===== src/rtl/ares_pkg.sv =====
package ares_pkg;

  localparam int ADDR_W = 16;
  localparam int BYTE_W = 8;
  localparam int MODE_W = 4;
  localparam int PAGE_W = ADDR_W - BYTE_W;

  typedef enum logic [MODE_W-1:0] {
    AM_IMPL   = 4'd0,
    AM_ACCU   = 4'd1,
    AM_IMMED  = 4'd2,
    AM_ZPG    = 4'd3,
    AM_ZPG_X  = 4'd4,
    AM_ZPG_Y  = 4'd5,
    AM_ABS    = 4'd6,
    AM_ABS_X  = 4'd7,
    AM_ABS_Y  = 4'd8,
    AM_PRE_X  = 4'd9,
    AM_POST_Y = 4'd10,
    AM_IND    = 4'd11,
    AM_REL    = 4'd12
  } amode_e;

  typedef enum logic [2:0] {
    ST_IDLE,
    ST_OPLO,
    ST_OPHI,
    ST_PLO,
    ST_PHI,
    ST_FIN
  } step_e;

  // byte sum that wraps inside one page
  function automatic logic [BYTE_W-1:0] zp_wrap(input logic [BYTE_W-1:0] b,
                                                input logic [BYTE_W-1:0] i);
    return b + i;
  endfunction

  function automatic logic [ADDR_W-1:0] in_page0(input logic [BYTE_W-1:0] b);
    return {{PAGE_W{1'b0}}, b};
  endfunction

  // full-width index add, carry into the page byte
  function automatic logic [ADDR_W-1:0] idx_wide(input logic [ADDR_W-1:0] base,
                                                 input logic [BYTE_W-1:0] i);
    return base + in_page0(i);
  endfunction

  function automatic logic [ADDR_W-1:0] rel_dest(input logic [ADDR_W-1:0] pc,
                                                 input logic [BYTE_W-1:0] off);
    return pc + {{PAGE_W{off[BYTE_W-1]}}, off};
  endfunction

  // next byte within the same page (no carry)
  function automatic logic [ADDR_W-1:0] page_next(input logic [ADDR_W-1:0] p);
    return {p[ADDR_W-1:BYTE_W], p[BYTE_W-1:0] + BYTE_W'(1)};
  endfunction

  function automatic logic no_read(input logic [MODE_W-1:0] m);
    return (m inside {AM_IMPL, AM_ACCU, AM_IMMED}) || (m > AM_REL);
  endfunction

  function automatic logic needs_hi(input logic [MODE_W-1:0] m);
    return m inside {AM_ABS, AM_ABS_X, AM_ABS_Y, AM_IND};
  endfunction

  function automatic logic needs_zp_ptr(input logic [MODE_W-1:0] m);
    return m inside {AM_PRE_X, AM_POST_Y};
  endfunction

endpackage


===== src/rtl/ares_step_fsm.sv =====
module ares_step_fsm
  import ares_pkg::*;
(
  input  logic              clk,
  input  logic              rst_n,
  input  logic              start,
  input  logic [MODE_W-1:0] mode_in,
  input  logic [MODE_W-1:0] mode_q,
  output step_e             step,
  output step_e             step_nxt
);

  always_comb begin
    step_nxt = step;
    unique case (step)
      ST_IDLE: if (start) step_nxt = no_read(mode_in) ? ST_FIN : ST_OPLO;
      ST_OPLO: begin
        if (needs_hi(mode_q))          step_nxt = ST_OPHI;
        else if (needs_zp_ptr(mode_q)) step_nxt = ST_PLO;
        else                           step_nxt = ST_FIN;
      end
      ST_OPHI: step_nxt = (mode_q == AM_IND) ? ST_PLO : ST_FIN;
      ST_PLO:  step_nxt = ST_PHI;
      ST_PHI:  step_nxt = ST_FIN;
      ST_FIN:  step_nxt = ST_IDLE;
      default: step_nxt = ST_IDLE;
    endcase
  end

  always_ff @(posedge clk) begin
    if (!rst_n) step <= ST_IDLE;
    else        step <= step_nxt;
  end

endmodule


===== src/rtl/ares_addr_mux.sv =====
module ares_addr_mux
  import ares_pkg::*;
(
  input  step_e             step,
  input  logic [MODE_W-1:0] mode_q,
  input  logic [ADDR_W-1:0] pc_q,
  input  logic [BYTE_W-1:0] x_q,
  input  logic [BYTE_W-1:0] y_q,
  input  logic [BYTE_W-1:0] op_lo,
  input  logic [BYTE_W-1:0] op_hi,
  input  logic [BYTE_W-1:0] ptr_lo,
  input  logic [BYTE_W-1:0] rd_data,
  output logic              rd_en,
  output logic [ADDR_W-1:0] rd_addr,
  output logic [ADDR_W-1:0] result,
  output logic              zp_ptr_rd,
  output logic              ind_hi_rd
);

  logic [BYTE_W-1:0] pre_ptr;
  assign pre_ptr = zp_wrap(op_lo, x_q);

  always_comb begin
    rd_en     = 1'b0;
    rd_addr   = '0;
    result    = '0;
    zp_ptr_rd = 1'b0;
    ind_hi_rd = 1'b0;
    unique case (step)
      ST_OPLO: begin
        rd_en   = 1'b1;
        rd_addr = pc_q;
        unique case (mode_q)
          AM_ZPG_X: result = in_page0(zp_wrap(rd_data, x_q));
          AM_ZPG_Y: result = in_page0(zp_wrap(rd_data, y_q));
          AM_REL:   result = rel_dest(pc_q + ADDR_W'(1), rd_data);
          default:  result = in_page0(rd_data);
        endcase
      end
      ST_OPHI: begin
        rd_en   = 1'b1;
        rd_addr = pc_q;
        unique case (mode_q)
          AM_ABS_X: result = idx_wide({rd_data, op_lo}, x_q);
          AM_ABS_Y: result = idx_wide({rd_data, op_lo}, y_q);
          default:  result = {rd_data, op_lo};
        endcase
      end
      ST_PLO: begin
        rd_en = 1'b1;
        unique case (mode_q)
          AM_PRE_X: begin rd_addr = in_page0(pre_ptr); zp_ptr_rd = 1'b1; end
          AM_POST_Y: begin rd_addr = in_page0(op_lo); zp_ptr_rd = 1'b1; end
          default:  rd_addr = {op_hi, op_lo};
        endcase
      end
      ST_PHI: begin
        rd_en = 1'b1;
        unique case (mode_q)
          AM_PRE_X: begin
            rd_addr   = in_page0(zp_wrap(pre_ptr, BYTE_W'(1)));
            zp_ptr_rd = 1'b1;
            result    = {rd_data, ptr_lo};
          end
          AM_POST_Y: begin
            rd_addr   = in_page0(zp_wrap(op_lo, BYTE_W'(1)));
            zp_ptr_rd = 1'b1;
            result    = idx_wide({rd_data, ptr_lo}, y_q);
          end
          default: begin
            rd_addr   = page_next({op_hi, op_lo});
            ind_hi_rd = 1'b1;
            result    = {rd_data, ptr_lo};
          end
        endcase
      end
      default: ;
    endcase
  end

endmodule


===== src/rtl/addr_resolver.sv =====
module addr_resolver
  import ares_pkg::*;
(
  input  logic              clk,
  input  logic              rst_n,
  input  logic              start,
  input  logic [MODE_W-1:0] mode,
  input  logic [ADDR_W-1:0] pc_in,
  input  logic [BYTE_W-1:0] idx_x,
  input  logic [BYTE_W-1:0] idx_y,
  input  logic [BYTE_W-1:0] rd_data,
  output logic              rd_en,
  output logic [ADDR_W-1:0] rd_addr,
  output logic [ADDR_W-1:0] ea,
  output logic [ADDR_W-1:0] pc_out,
  output logic              done
);

  step_e             step, step_nxt;
  logic [MODE_W-1:0] mode_q;
  logic [ADDR_W-1:0] pc_q, ea_q, result;
  logic [BYTE_W-1:0] x_q, y_q, op_lo, op_hi, ptr_lo;

  // named internal events for the checker
  logic in_idle, accept, fetch_op, finish_ld, zp_ptr_rd, ind_hi_rd;

  assign in_idle   = (step == ST_IDLE);
  assign accept    = in_idle && start;
  assign fetch_op  = (step == ST_OPLO) || (step == ST_OPHI);
  assign finish_ld = rd_en && (step_nxt == ST_FIN);

  ares_step_fsm u_fsm (
    .clk      (clk),
    .rst_n    (rst_n),
    .start    (start),
    .mode_in  (mode),
    .mode_q   (mode_q),
    .step     (step),
    .step_nxt (step_nxt)
  );

  ares_addr_mux u_mux (
    .step      (step),
    .mode_q    (mode_q),
    .pc_q      (pc_q),
    .x_q       (x_q),
    .y_q       (y_q),
    .op_lo     (op_lo),
    .op_hi     (op_hi),
    .ptr_lo    (ptr_lo),
    .rd_data   (rd_data),
    .rd_en     (rd_en),
    .rd_addr   (rd_addr),
    .result    (result),
    .zp_ptr_rd (zp_ptr_rd),
    .ind_hi_rd (ind_hi_rd)
  );

  always_ff @(posedge clk) begin
    if (!rst_n) begin
      mode_q <= '0;
      pc_q   <= '0;
      ea_q   <= '0;
      x_q    <= '0;
      y_q    <= '0;
      op_lo  <= '0;
      op_hi  <= '0;
      ptr_lo <= '0;
    end else begin
      if (accept) begin
        mode_q <= mode;
        x_q    <= idx_x;
        y_q    <= idx_y;
        if (mode == AM_IMMED) begin
          ea_q <= pc_in;
          pc_q <= pc_in + ADDR_W'(1);
        end else begin
          pc_q <= pc_in;
          if (no_read(mode)) ea_q <= '0;
        end
      end
      if (fetch_op)           pc_q   <= pc_q + ADDR_W'(1);
      if (step == ST_OPLO)    op_lo  <= rd_data;
      if (step == ST_OPHI)    op_hi  <= rd_data;
      if (step == ST_PLO)     ptr_lo <= rd_data;
      if (finish_ld)          ea_q   <= result;
    end
  end

  assign ea     = ea_q;
  assign pc_out = pc_q;
  assign done   = (step == ST_FIN);

endmodule


===== config.mk =====
export PLATFORM = sky130hd
export DESIGN_NAME = addr_resolver
export DESIGN_NICKNAME = d
export VERILOG_FILES = /design/src/rtl/ares_pkg.sv /design/src/rtl/ares_step_fsm.sv /design/src/rtl/ares_addr_mux.sv /design/src/rtl/addr_resolver.sv
export SDC_FILE = /design/constraint.sdc
export NUM_CORES = 1
export LEC_CHECK = 0
export BUFFER_PORTS_ARGS = -buffer_cell sky130_fd_sc_hd__buf_2
export CAP_MARGIN = 10
export CORE_MARGIN = 4
export CORE_UTILIZATION = 50
export CTS_BUF_LIST = sky130_fd_sc_hd__clkbuf_16
export DETAILED_ROUTE_END_ITERATION = 7
export PLACE_DENSITY = 0.73
export SYNTH_ARGS = -nofsm -noshare
export SYNTH_HDL_FRONTEND = slang
export SYNTH_SLANG_ARGS = --single-unit

===== constraint.sdc =====
create_clock -name clk -period 2.99 [get_ports clk]
set_input_delay 0.1495 -clock clk [delete_from_list [all_inputs] [get_ports clk]]
set_output_delay 0.1495 -clock clk [all_outputs]
set_load 0.01 [all_outputs]

Word-level counts from Yosys, hierarchy flattened
Index checks and enable logic that the tools add are counted.
Widths: inputs -> output; s select.

storage, ports and cells
  register bits after elaboration = 79
  logic and storage cells = 74
  input bits = 47

operators by class
  magnitude comparators = 1
  reductions and logical operators = 15
  equality and inequality tests = 17
  $add $sub $neg = 11
  mux-type cells = 21

operator list
  cell                   number
  $pmux 16 s3            3
  $mux 16                8
  $pmux 16 s2            3
  $add 16x8->16          3
  $add 16x1->16 const B  2
  $add 8x8->8            3
  $eq 4x4->1 const B     5
  $add 16x16->16         1
  $add 8x1->8 const B    2
  $eq 4x3->1 const B     4
  $mux 3                 5
  $pmux 3 s5             1
  $eq 3x3->1 const B     3
  $eq 3x2->1 const B     2
  $reduce_bool 2->1      3
  $reduce_bool 3->1      2
  $eq 4x1->1 const B     1
  $eq 4x2->1 const B     1
  $gt 4x4->1 const B     1
  $logic_not 4->1        1
  $reduce_bool 4->1      1
  $reduce_or 4->1        1
  $eq 3x1->1 const B     1
  $logic_not 3->1        1
  other kinds (5)        7

Logic depth before layout (Yosys ltp)
Gate-level depths: netlist of run 1.

  depth in word-level cells = 10
  gate-level depth with buffers = 15
  gate-level depth less buffers = 14

Hierarchy
From an unflattened synthesis of run 1, not the netlist that was laid out.

second synthesis, totals
  cells, all modules = 1,005
  area, all modules = 7,606.0 µm²

by module, submodules not included
  module         times used  sequential area each (µm²)  area an instance (µm²)  cells each
  ares_addr_mux  1           0.0                         3,816.2                 561
  addr_resolver  1           1,521.5                     3,543.4                 415
  ares_step_fsm  1           60.1                        246.5                   29

Worst setup path before layout of run 1
OpenSTA, ideal clock, no wires.

  kind = register to register
  from = register pc_q[1], in the netlist pc_out[1]
  to = register ea_q[14], in the netlist ea[14]
  cell stages (with the launch flop) = 16
  required time = 2.875 ns
  slack = -0.134 ns
  arrival = 3.010 ns
  cells stage by stage = dfxtp_1 ha_1 and3_1 and3_1 clkbuf_1 nand3_1 nor2_1 xor2_1 ha_1 and3_1 a31oi_1 o21ai_0 a31oi_1 mux2i_1 a31oi_1 o21a_1

on the way
  word-level cells in the longest chain between the ends = 5

RTL lines
  item                    line                 text
  start, declared         addr_resolver.sv:21  logic [ADDR_W-1:0] pc_q, ea_q, result;
  start signal, assigned  addr_resolver.sv:76  pc_q <= pc_in + ADDR_W'(1);
  start signal, assigned  addr_resolver.sv:78  pc_q <= pc_in;
  start signal, assigned  addr_resolver.sv:82  if (fetch_op) pc_q <= pc_q + ADDR_W'(1);
  $add 16x1->16           ares_addr_mux.sv:36  AM_REL: result = rel_dest(pc_q + ADDR_W'(1), rd_data);
  $add 16x16->16          ares_pkg.sv:51       return pc + {{PAGE_W{off[BYTE_W-1]}}, off};
  $pmux 16 s3             ares_addr_mux.sv:33  unique case (mode_q)
  $pmux 16 s3             ares_addr_mux.sv:29  unique case (step)
  $mux 16                 addr_resolver.sv:86  if (finish_ld) ea_q <= result;
  end signal, assigned    addr_resolver.sv:75  ea_q <= pc_in;
  end signal, assigned    addr_resolver.sv:86
  end, declared           addr_resolver.sv:21

Every way passes these cells.
A chain may end at the register's enable or synchronous reset.

Final worst setup path of run 1
  from = register mode_q[1]
  to = register ea_q[14], in the netlist ea[14]

on the way
  word-level cells in the longest chain between the ends = 9
  elaborated cells between the ends (all ways) = 25
  those cells by class = eq/ne (10); mux (9); reduce/logical (6)

RTL lines
  item                                                                     line                                 text
  start, declared                                                          addr_resolver.sv:20                  logic [MODE_W-1:0] mode_q;
  start signal, assigned                                                   addr_resolver.sv:71                  mode_q <= mode;
  $eq 4x4->1 (on tied branches)                                            ares_pkg.sv:68, ares_addr_mux.sv:59
  $reduce_bool 2->1                                                        ares_pkg.sv:68                       return m inside {AM_PRE_X, AM_POST_Y};
  $mux 3                                                                   ares_step_fsm.sv:19                  else if (needs_zp_ptr(mode_q)) step_nxt = ST_PLO;
  $mux 3                                                                   ares_step_fsm.sv:18                  if (needs_hi(mode_q)) step_nxt = ST_OPHI;
  $pmux 3 s5                                                               ares_step_fsm.sv:15                  unique case (step)
  $eq 3x3->1                                                               addr_resolver.sv:30                  assign finish_ld = rd_en && (step_nxt == ST_FIN);
  $logic_and 1x1->1                                                        addr_resolver.sv:30
  $reduce_bool 3->1 (no source line) or $reduce_bool 2->1 (tied branches)  --
  $reduce_and 2->1 (no source line)                                        --

Parallel ways exist; a longest one is shown, timed or not.

==> results of run 1 <==
[synthesized netlist by cell type, drive strengths merged, types with 6 or more instances]
master  count  area, sq um
ha         53          663
a211oi     14          105
a22oi       9         81.3
a21o       12         90.1
buf        15         81.3
inv        25         93.8
and3       17          106
nor2       84          318
o22ai      13         81.3
a22o        8         70.1
nor3       27          135
o21ai      53          269
a221oi     23          201
o211ai      6         45.0
nand2     182          683
mux2        8         90.1
mux2i      13          130
o21bai      8         60.1
nand3      27          135
dfxtp      79         1580
or3         7         43.8
o21a       11         82.6
clkbuf     44          165
nand4       9         56.3
xnor2      42          368
a31oi      11         68.8
a21oi     102          510
xor2       31          272
[registers in the layout (all words and copies together), names as in the netlist, 4 cells and up]
signal,cells
mode_q,4
op_hi,8
y_q,8
pc_out,16
op_lo,8
ptr_lo,8
ea,16
x_q,8
[where the power goes]
part / internal (mW) / total [mW] / switching (mW)
sequential: 1.17 / 1.31 / 0.146
clock: 0.557 / 1.04 / 0.487
combinational: 0.814 / 1.95 / 1.13
total: 2.54 / 4.31 / 1.77
[worst paths after layout]
check	endpoint	slack (ps)	startpoint	depth (start not counted)
min reg2reg	op_hi[5]	470	op_hi[5]	2
max	ea[14]	-70	mode_q[1]	12
max reg2reg	ea[14]	-70	mode_q[1]	12
min	x_q[1]	30	idx_x[1]	3
[metal layers]
layer,up-vias,GRT usage [%]
met2,450,51.6
met3,126,4.49
met1,4002,40.3
met5,-,0
li1,3992,-
met4,0,17.4
[area by class of cell]
cell class,count,area share (%)
clock buffer,9,2.37
clock inverter,7,0.448
tap,184,2.43
sequential,79,16.8
multi-input combinational,854,63.1
inverter,25,1.02
timing repair buffer,203,13.8
[metrics by stage]
step | hold slack, ps | instance area, sq um | total power [mW] | worst slack, ps
6_report | 28.3 | 9490 | 4.31 | -65.7
5_1_grt | 49.8 | 9490 | 4.52 | -185
4_1_cts | 34.2 | 8940 | 4.09 | 0.392
3_5_place_dp | 395 | 8600 | 3.04 | -81.4
3_3_place_gp | 390 | 8600 | 3.02 | -30.4
2_1_floorplan | 285 | 7360 | 2.36 | -3.76
[worst max-delay path: stages, from the launching register on]
cell     delay [ps]
dfxtp_4         360
or4b_4          590
nor2_2          140
a21o_1          130
inv_1            60
fa_2            380
nor2b_4         120
o31a_1          270
o21ai_4          90
o22a_1          250
or3_1           320
a31oi_1         170
o21a_1          120
[what timing repair did]
action	4_1_cts	5_1_grt
hold buffers	0	0
endpoints found under the setup margin	10	16
pin swaps	8	64
setup buffers	1	7
resized for setup	14	101
[cells by family (layout without fill, tap and decap cells)]
family                   Yosys count  count (layout)  synth area share, %
AO/OA/AOI/OAI                    304             304                 26.8
XOR/XNOR                          73              73                 8.71
adder cells (fa/ha/maj)           58              58                 10.4
buffers and inverters             84             244                 4.64
flip-flops                        79              79                 21.5
multiplexers                      21              21                 3.00
AND/OR/NAND/NOR                  398             398                 24.9
[cells in the final DEF (no fill, tap or decap), types with 9 or more instances in the layout]
cell / count
nand2_1: 169
buf_4: 105
buf_2: 96
a21oi_1: 92
nor2_1: 80
dfxtp_1: 67
o21ai_0: 47
ha_1: 41
xnor2_1: 37
xor2_1: 28
inv_1: 25
nor3_1: 24
nand3_1: 24
a221oi_1: 14
mux2i_1: 13
o22ai_1: 13
and3_1: 12
a21o_1: 12
a211oi_1: 11
o21a_1: 11
nand2_2: 11
ha_4: 11
dfxtp_2: 11
a31oi_1: 10
nand4_1: 9
clkbuf_16: 9
==> impl_metrics.json, run 1 <==
{
  "htree_levels": 3,
  "fin_skew_ps": 11.6,
  "drive_gt1_share_pct": 28.8,
  "hpwl_microns": 20700,
  "critPathKind": "flop to flop",
  "rsz0062_at_grt": "true",
  "crit_fanout": 6,
  "synth_seq_cells": 79,
  "fmax_mhz": 327,
  "regArea_sq_um": 1600,
  "fin_ws_ps": -65.7,
  "antenna_found_initial": 0,
  "grt_max_degree": 41,
  "maxUsedRoutingLayer": "met4",
  "dieArea_sq_um": 16700,
  "fin_setup_tns_ps": -102,
  "max-clock-path-buffers": 2,
  "drt_pass1_iterations": 6,
  "vdd_drop_max_uv": 424,
  "powerDensity_nw_per_um2": 454,
  "start_util_pct": 50.7,
  "min_period_ps": 3060,
  "via_count": 8570,
  "relSlewSlack_pct": 43.8,
  "cts_inserted_buffers": 9,
  "syn_area_sq_um": 7340,
  "syn_nets": 1122,
  "arrival_ps": 3360,
  "status": "finished, violations left",
  "core_sq_um": 14500,
  "wl_met1_microns": 11200,
  "hold_class": "input pin to flop",
  "wirelength_microns": 28100,
  "port_buffers": 96,
  "drv_cap": 0,
  "path_clk_slew_ps": 70,
  "grt-ovfl-total": 0,
  "cts-root-buf": "clkbuf_16",
  "multi_input_area_sq_um": 5990,
  "placed_cells": 1337,
  "gp_congestion": 1.01,
  "synth_edf_count": 0,
  "met3_length_microns": 2100,
  "synth_cells": 1017,
  "cp.required_ps": 3290,
  "wl_met2_microns": 13000,
  "vias_per_cell": 6.30,
  "fillers": 1278,
  "nNetsFinal": 1277,
  "wl_per_cell_microns": 20.6,
  "startpoint_type": "flop",
  "fin_cells": 1361,
  "die_h_microns": 129,
  "leakagePower_nw": 4.00,
  "synthArstFlopShare_pct": 0,
  "drt_iter0_markers": 803,
  "syn_avg_cell_area_sq_um": 7.22,
  "drc": 0,
  "diodes": 0,
  "cts_tree": "yes",
  "worstMarginPinSlew_ps": 842,
  "fp-row-count": 44,
  "setup_viol": 4,
  "ys.flop_type": "dfxtp_1",
  "drtAntennaViolNets": 0,
  "io_pins": 97,
  "violations": "negative setup slack",
  "grt_usage_pct": 31.6,
  "ys_types": 71,
  "yosysWarnings": 0,
  "grt_pass1_wl_microns": 41300,
  "slew_violations": 0,
  "clk_latency_ps": 350,
  "finalHoldViolations": 0,
  "period_share_pct": 102,
  "area_delta_synth_final_pct": 29.3,
  "grt_pass1_vias": 7639,
  "fin_util_pct": 65.5,
  "yosysSeqAreaShare_pct": 21.5,
  "dieWidth_microns": 129,
  "cp-end-kind": "flop",
  "cts_sinks": 79
}
Note: power is estimated with default switching activity, not from simulation.
==> run 2, diff against run 1 <==
--- a/config.mk
+++ b/config.mk
@@ -7,11 +7,10 @@
 export LEC_CHECK = 0
 export BUFFER_PORTS_ARGS = -buffer_cell sky130_fd_sc_hd__buf_2
 export CAP_MARGIN = 10
-export CORE_MARGIN = 4
 export CORE_UTILIZATION = 50
 export CTS_BUF_LIST = sky130_fd_sc_hd__clkbuf_16
 export DETAILED_ROUTE_END_ITERATION = 7
-export PLACE_DENSITY = 0.73
+export PLACE_DENSITY = 0.84
 export SYNTH_ARGS = -nofsm -noshare
 export SYNTH_HDL_FRONTEND = slang
 export SYNTH_SLANG_ARGS = --single-unit
==> run 2 against run 1 <==
The flow still finishes with violations (negative setup slack). Flip-flop and latch count unchanged. Total power up 5.9%. Cell count unchanged. Clock power up 22%. Critical path depth unchanged. Highest routed layer unchanged.
==> impl_metrics.json, run 2 (synthesis gave the netlist of run 1 again) <==
{
  "status": "finished, violations left",
  "wirelength_microns": 28700,
  "gp_congestion": 1.05,
  "io_pins": 97,
  "fin_skew_ps": 12.1,
  "cts_inserted_buffers": 9,
  "drt_pass1_iterations": 7,
  "min_period_ps": 3100,
  "diodes": 0,
  "rsz0062_at_grt": "true",
  "placed_area_sq_um": 8550,
  "port_buffers": 96,
  "vdd_drop_max_uv": 417,
  "relSlewSlack_pct": 49.6,
  "cts_tree": "yes",
  "crit_fanout": 5,
  "cts_sinks": 79,
  "fin_util_pct": 67.9,
  "drv_cap": 0,
  "grt-ovfl-total": 0,
  "place_ws_ps": -66.5,
  "nNetsFinal": 1282,
  "setup_viol": 5,
  "cts-root-buf": "clkbuf_16",
  "ctsHoldBuffers": 0,
  "slew_violations": 0,
  "finalHoldViolations": 0,
  "cp.required_ps": 3300,
  "htree_levels": 3,
  "fp-row-count": 43,
  "fmax_mhz": 322,
  "most-common-layout-cells": "nand2_1, buf_4, buf_2",
  "final_common_cell": "nand2_1",
  "arrival_ps": 3410,
  "hold_class": "input pin to flop",
  "critPathKind": "flop to flop",
  "final_cell_area_sq_um": 9570,
  "grt_pass1_vias": 7904,
  "leakagePower_nw": 4.05,
  "antenna_found_initial": 0,
  "start_util_pct": 52.1,
  "powerDensity_nw_per_um2": 477,
  "drt_iter0_markers": 1311,
  "die_h_microns": 123,
  "clk_latency_ps": 360,
  "violations": "negative setup slack",
  "drc": 0,
  "drtAntennaViolNets": 0,
  "fin_ws_ps": -112,
  "grt_max_degree": 31,
  "worstMarginPinSlew_ps": 753,
  "wl_per_cell_microns": 21.1,
  "cp-end-kind": "flop",
  "max-clock-path-buffers": 2,
  "whs_ps": 22.3,
  "hpwl_microns": 20200,
  "via_count": 9068,
  "area_delta_synth_final_pct": 30.3,
  "vias_per_cell": 6.66,
  "path_clk_slew_ps": 60,
  "grt_pass1_wl_microns": 41300,
  "period_share_pct": 104,
  "grt_usage_pct": 35.8,
  "core_sq_um": 14100,
  "dieWidth_microns": 123,
  "dieArea_sq_um": 15200,
  "startpoint_type": "flop",
  "drive_gt1_share_pct": 29.0
}
==> run 2: worst max-delay path, stage by stage (launching register included) <==
cell and delay, ps:
dfxtp_4 360, or4b_4 580, nor2_1 130, a21o_1 120
inv_1 70, fa_2 370, nor2b_2 140, o31a_1 300
o21ai_4 80, o22a_1 240, or3_1 320, a31oi_1 210
o21a_1 140
==> run 2: through the flow <==
step | std cells | TNS [ps] | power, mW
finish | 1361 | -204 | 4.56
global route | 1361 | -1300 | 4.76
CTS | 1347 | -13.7 | 4.31
detailed placement | 1330 | -340 | 3.02
global placement | 1330 | -147 | 2.98
floorplan | 1017 | -3.76 | 2.36
==> run 2: per-layer routing <==
metal	GRT usage, %	vias to the layer above	routed length (microns)
met1	44.2	4131	10400
met5	0	-	0
met2	56.9	726	12700
li1	-	4004	-
met3	7.29	207	3470
met4	22.4	0	2100
==> run 2: power breakdown <==
part | leakage [nW] | internal [mW] | switching (mW)
registers | 0.649 | 1.17 | 0.144
clock network | 0.162 | 0.802 | 0.465
logic | 3.24 | 0.817 | 1.16
total | 4.05 | 2.79 | 1.77
==> run 2: layout make-up <==
| type | count | area, sq um |
|---|---|---|
| multi-input combinational | 854 | 5990 |
| fill | 1149 | 4530 |
| sequential | 79 | 1600 |
| timing repair buffer | 208 | 1340 |
| clock buffer | 9 | 225 |
| tap | 180 | 225 |
| clock inverter | 6 | 101 |
| inverter | 25 | 93.8 |
==> run 2: timing repair <==
action                                  in CTS  in global routing
setup buffers                                2                 14
gates resized for setup                     24                 95
gates cloned                                 0                  0
endpoints found under the setup margin      10                 16
pin swaps                                   10                 62
==> run 2: path summary, 6_finish.rpt <==
kind,startpoint,slack [ps],to,cells after the start
max,mode_q[1],-110,ea[14],12
max reg2reg,mode_q[1],-110,ea[14],12
min reg2reg,op_hi[7],470,op_hi[7],2
min,idx_x[1],20,x_q[1],3
==> run 3, diff against run 2 <==
--- a/config.mk
+++ b/config.mk
@@ -7,10 +7,11 @@
 export LEC_CHECK = 0
 export BUFFER_PORTS_ARGS = -buffer_cell sky130_fd_sc_hd__buf_2
 export CAP_MARGIN = 10
-export CORE_UTILIZATION = 50
+export CORE_UTILIZATION = 54
 export CTS_BUF_LIST = sky130_fd_sc_hd__clkbuf_16
 export DETAILED_ROUTE_END_ITERATION = 7
-export PLACE_DENSITY = 0.84
+export PLACE_DENSITY = 0.89
+export REMOVE_ABC_BUFFERS = 1
 export SYNTH_ARGS = -nofsm -noshare
 export SYNTH_HDL_FRONTEND = slang
 export SYNTH_SLANG_ARGS = --single-unit
==> run 3 against run 2 <==
The run now ends clean. Utilization up 1.4 points. Combinational power down 6%. Register-to-register slack better by 150 ps. Hold slack worse by 5.7 ps. Cell count down 2.0%. Die area down 7.3%. Final area down 4.2%. Via count down 0.36%.
==> impl_metrics.json, run 3 (synthesis gave the netlist of run 1 again) <==
{
  "htree_levels": 3,
  "fillers": 1054,
  "cp-end-kind": "output port",
  "grt_max_degree": 35,
  "finalHoldViolations": 0,
  "leakagePower_nw": 3.89,
  "max_stage_delay_ps": 450,
  "io_pins": 97,
  "diodes": 0,
  "setup_viol": 0,
  "core_sq_um": 13200,
  "nNetsFinal": 1258,
  "most-common-layout-cells": "nand2_1, buf_2, a21oi_1",
  "crit_fanout": 3,
  "period_share_pct": 98.8,
  "max-clock-path-buffers": 2,
  "port_buffers": 96,
  "area_delta_synth_final_pct": 24.9,
  "grt_pass1_vias": 8122,
  "vdd_drop_max_uv": 363,
  "relSlewSlack_pct": 54.0,
  "antenna_found_initial": 0,
  "rsz0062_at_grt": "true",
  "wirelength_microns": 28200,
  "path_clk_slew_ps": 60,
  "via_count": 9035,
  "fp-row-count": 42,
  "drt_iter0_markers": 1265,
  "vias_per_cell": 6.77,
  "arrival_ps": 2810,
  "critPathKind": "flop to output port",
  "grt-ovfl-total": 0,
  "placed_area_sq_um": 8360,
  "die_h_microns": 119,
  "r2r_cells": 12,
  "cts_inserted_buffers": 9,
  "drtAntennaViolNets": 0,
  "status": "finished, final reports clean",
  "timing.rr.start": "mode_q[3]",
  "startpoint_type": "flop",
  "hold_path_startpoint": "idx_x[0]",
  "worstPathCellList": "ha_4, fa_2, a211oi_2, o21bai_1, a21oi_2, xnor2_2, mux2_2, a221oi_1, o31ai_1, buf_2",
  "rr_endpoint": "ea[2]",
  "whs_path_depth": 3,
  "slew_violations": 0,
  "drt_pass1_iterations": 6,
  "cts-root-buf": "clkbuf_16",
  "final_common_cell": "nand2_1",
  "slowest_stage": "fa_2",
  "cts_sinks": 79,
  "ctsHoldBuffers": 0,
  "min_period_ps": 2960,
  "grt_pass1_wl_microns": 41400,
  "powerDensity_nw_per_um2": 471,
  "worstMarginPinSlew_ps": 687,
  "cp.required_ps": 2840,
  "wl_per_cell_microns": 21.1,
  "hpwl_microns": 19400,
  "drive_gt1_share_pct": 25.5,
  "final_cell_area_sq_um": 9170,
  "fin_setup_tns_ps": 0,
  "r2r_setup_slack_ps": 40,
  "drv_cap": 0,
  "grt_usage_pct": 37.3,
  "fin_skew_ps": 11.7,
  "dieWidth_microns": 119,
  "start_util_pct": 55.4,
  "gp_congestion": 1.02,
  "clk_latency_ps": 360,
  "hold_end": "x_q[0]",
  "fmax_mhz": 338,
  "cts_tree": "yes",
  "hold_class": "input pin to flop",
  "dieArea_sq_um": 14100,
  "drc": 0
}
-- run 3: metal layers --
metal | vias up | GRT usage, % | wire (microns)
li1 | 3961 | - | -
met1 | 4137 | 47.5 | 10500
met2 | 743 | 58.8 | 12000
met3 | 194 | 7.05 | 3650
met4 | 0 | 20.9 | 2090
met5 | - | 0 | 0
-- run 3: power by group --
part           internal [mW]  switching, mW
logic                  0.746           1.11
registers               1.17          0.154
clock network          0.642          0.498
total                   2.55           1.76
-- run 3: how the worst max path moves through the flow --
stage	start	end	slack (ps)	depth (start not counted)
after floorplan	u_fsm.step[1]	ea[7]	-1970	6
after global placement	mode_q[3]	ea[5]	30	10
after detailed placement	pc_out[0]	ea[14]	-60	14
after CTS	x_q[0]	rd_addr[7]	2	10
after global routing	pc_out[1]	ea[15]	-190	15
final	x_q[0]	rd_addr[6]	30	10
-- run 3: per-stage QoR --
| stage | instances | hold WS, ps | setup WS [ps] | total power [mW] | utilization (%) |
|---|---|---|---|---|---|
| global route | 1334 | 40.3 | -190 | 4.47 | 69.2 |
| detailed placement | 1304 | 395 | -63.9 | 2.97 | 63.2 |
| global placement | 1304 | 392 | 27.7 | 2.94 | 63.2 |
| floorplan | 958 | 267 | -1970 | 2.30 | - |
| finish | 1334 | 16.6 | 34.5 | 4.32 | 69.2 |
| CTS | 1323 | 23.0 | 2.11 | 4.10 | 65.9 |
-- run 3: layout make-up --
class / instances / area [sq um] / area share, %
Tap cell: 176 / 220 / 2.40
Clock inverter: 7 / 65.1 / 0.710
Timing Repair Buffer: 184 / 1150 / 12.5
Inverter: 25 / 93.8 / 1.02
Sequential cell: 79 / 1600 / 17.5
Multi-Input combinational cell: 854 / 5810 / 63.4
Clock buffer: 9 / 225 / 2.46
-- run 3: what timing repair did --
item | CTS | global route
buffers inserted | 3 | 11
resized for setup | 15 | 79
pin swaps | 2 | 32
cloned | 0 | 0
endpoints found under the setup margin | 9 | 16
-- run 3: worst max-delay path, delay by kind of cell (launching register included) --
kind / cells / cell delay, ps
xor gates and xnor gates: 1 / 140
DFF: 1 / 360
buffers and inverters: 1 / 170
AOI/OAI and AO/OA: 5 / 860
adders and majority gates: 2 / 620
muxes: 1 / 310
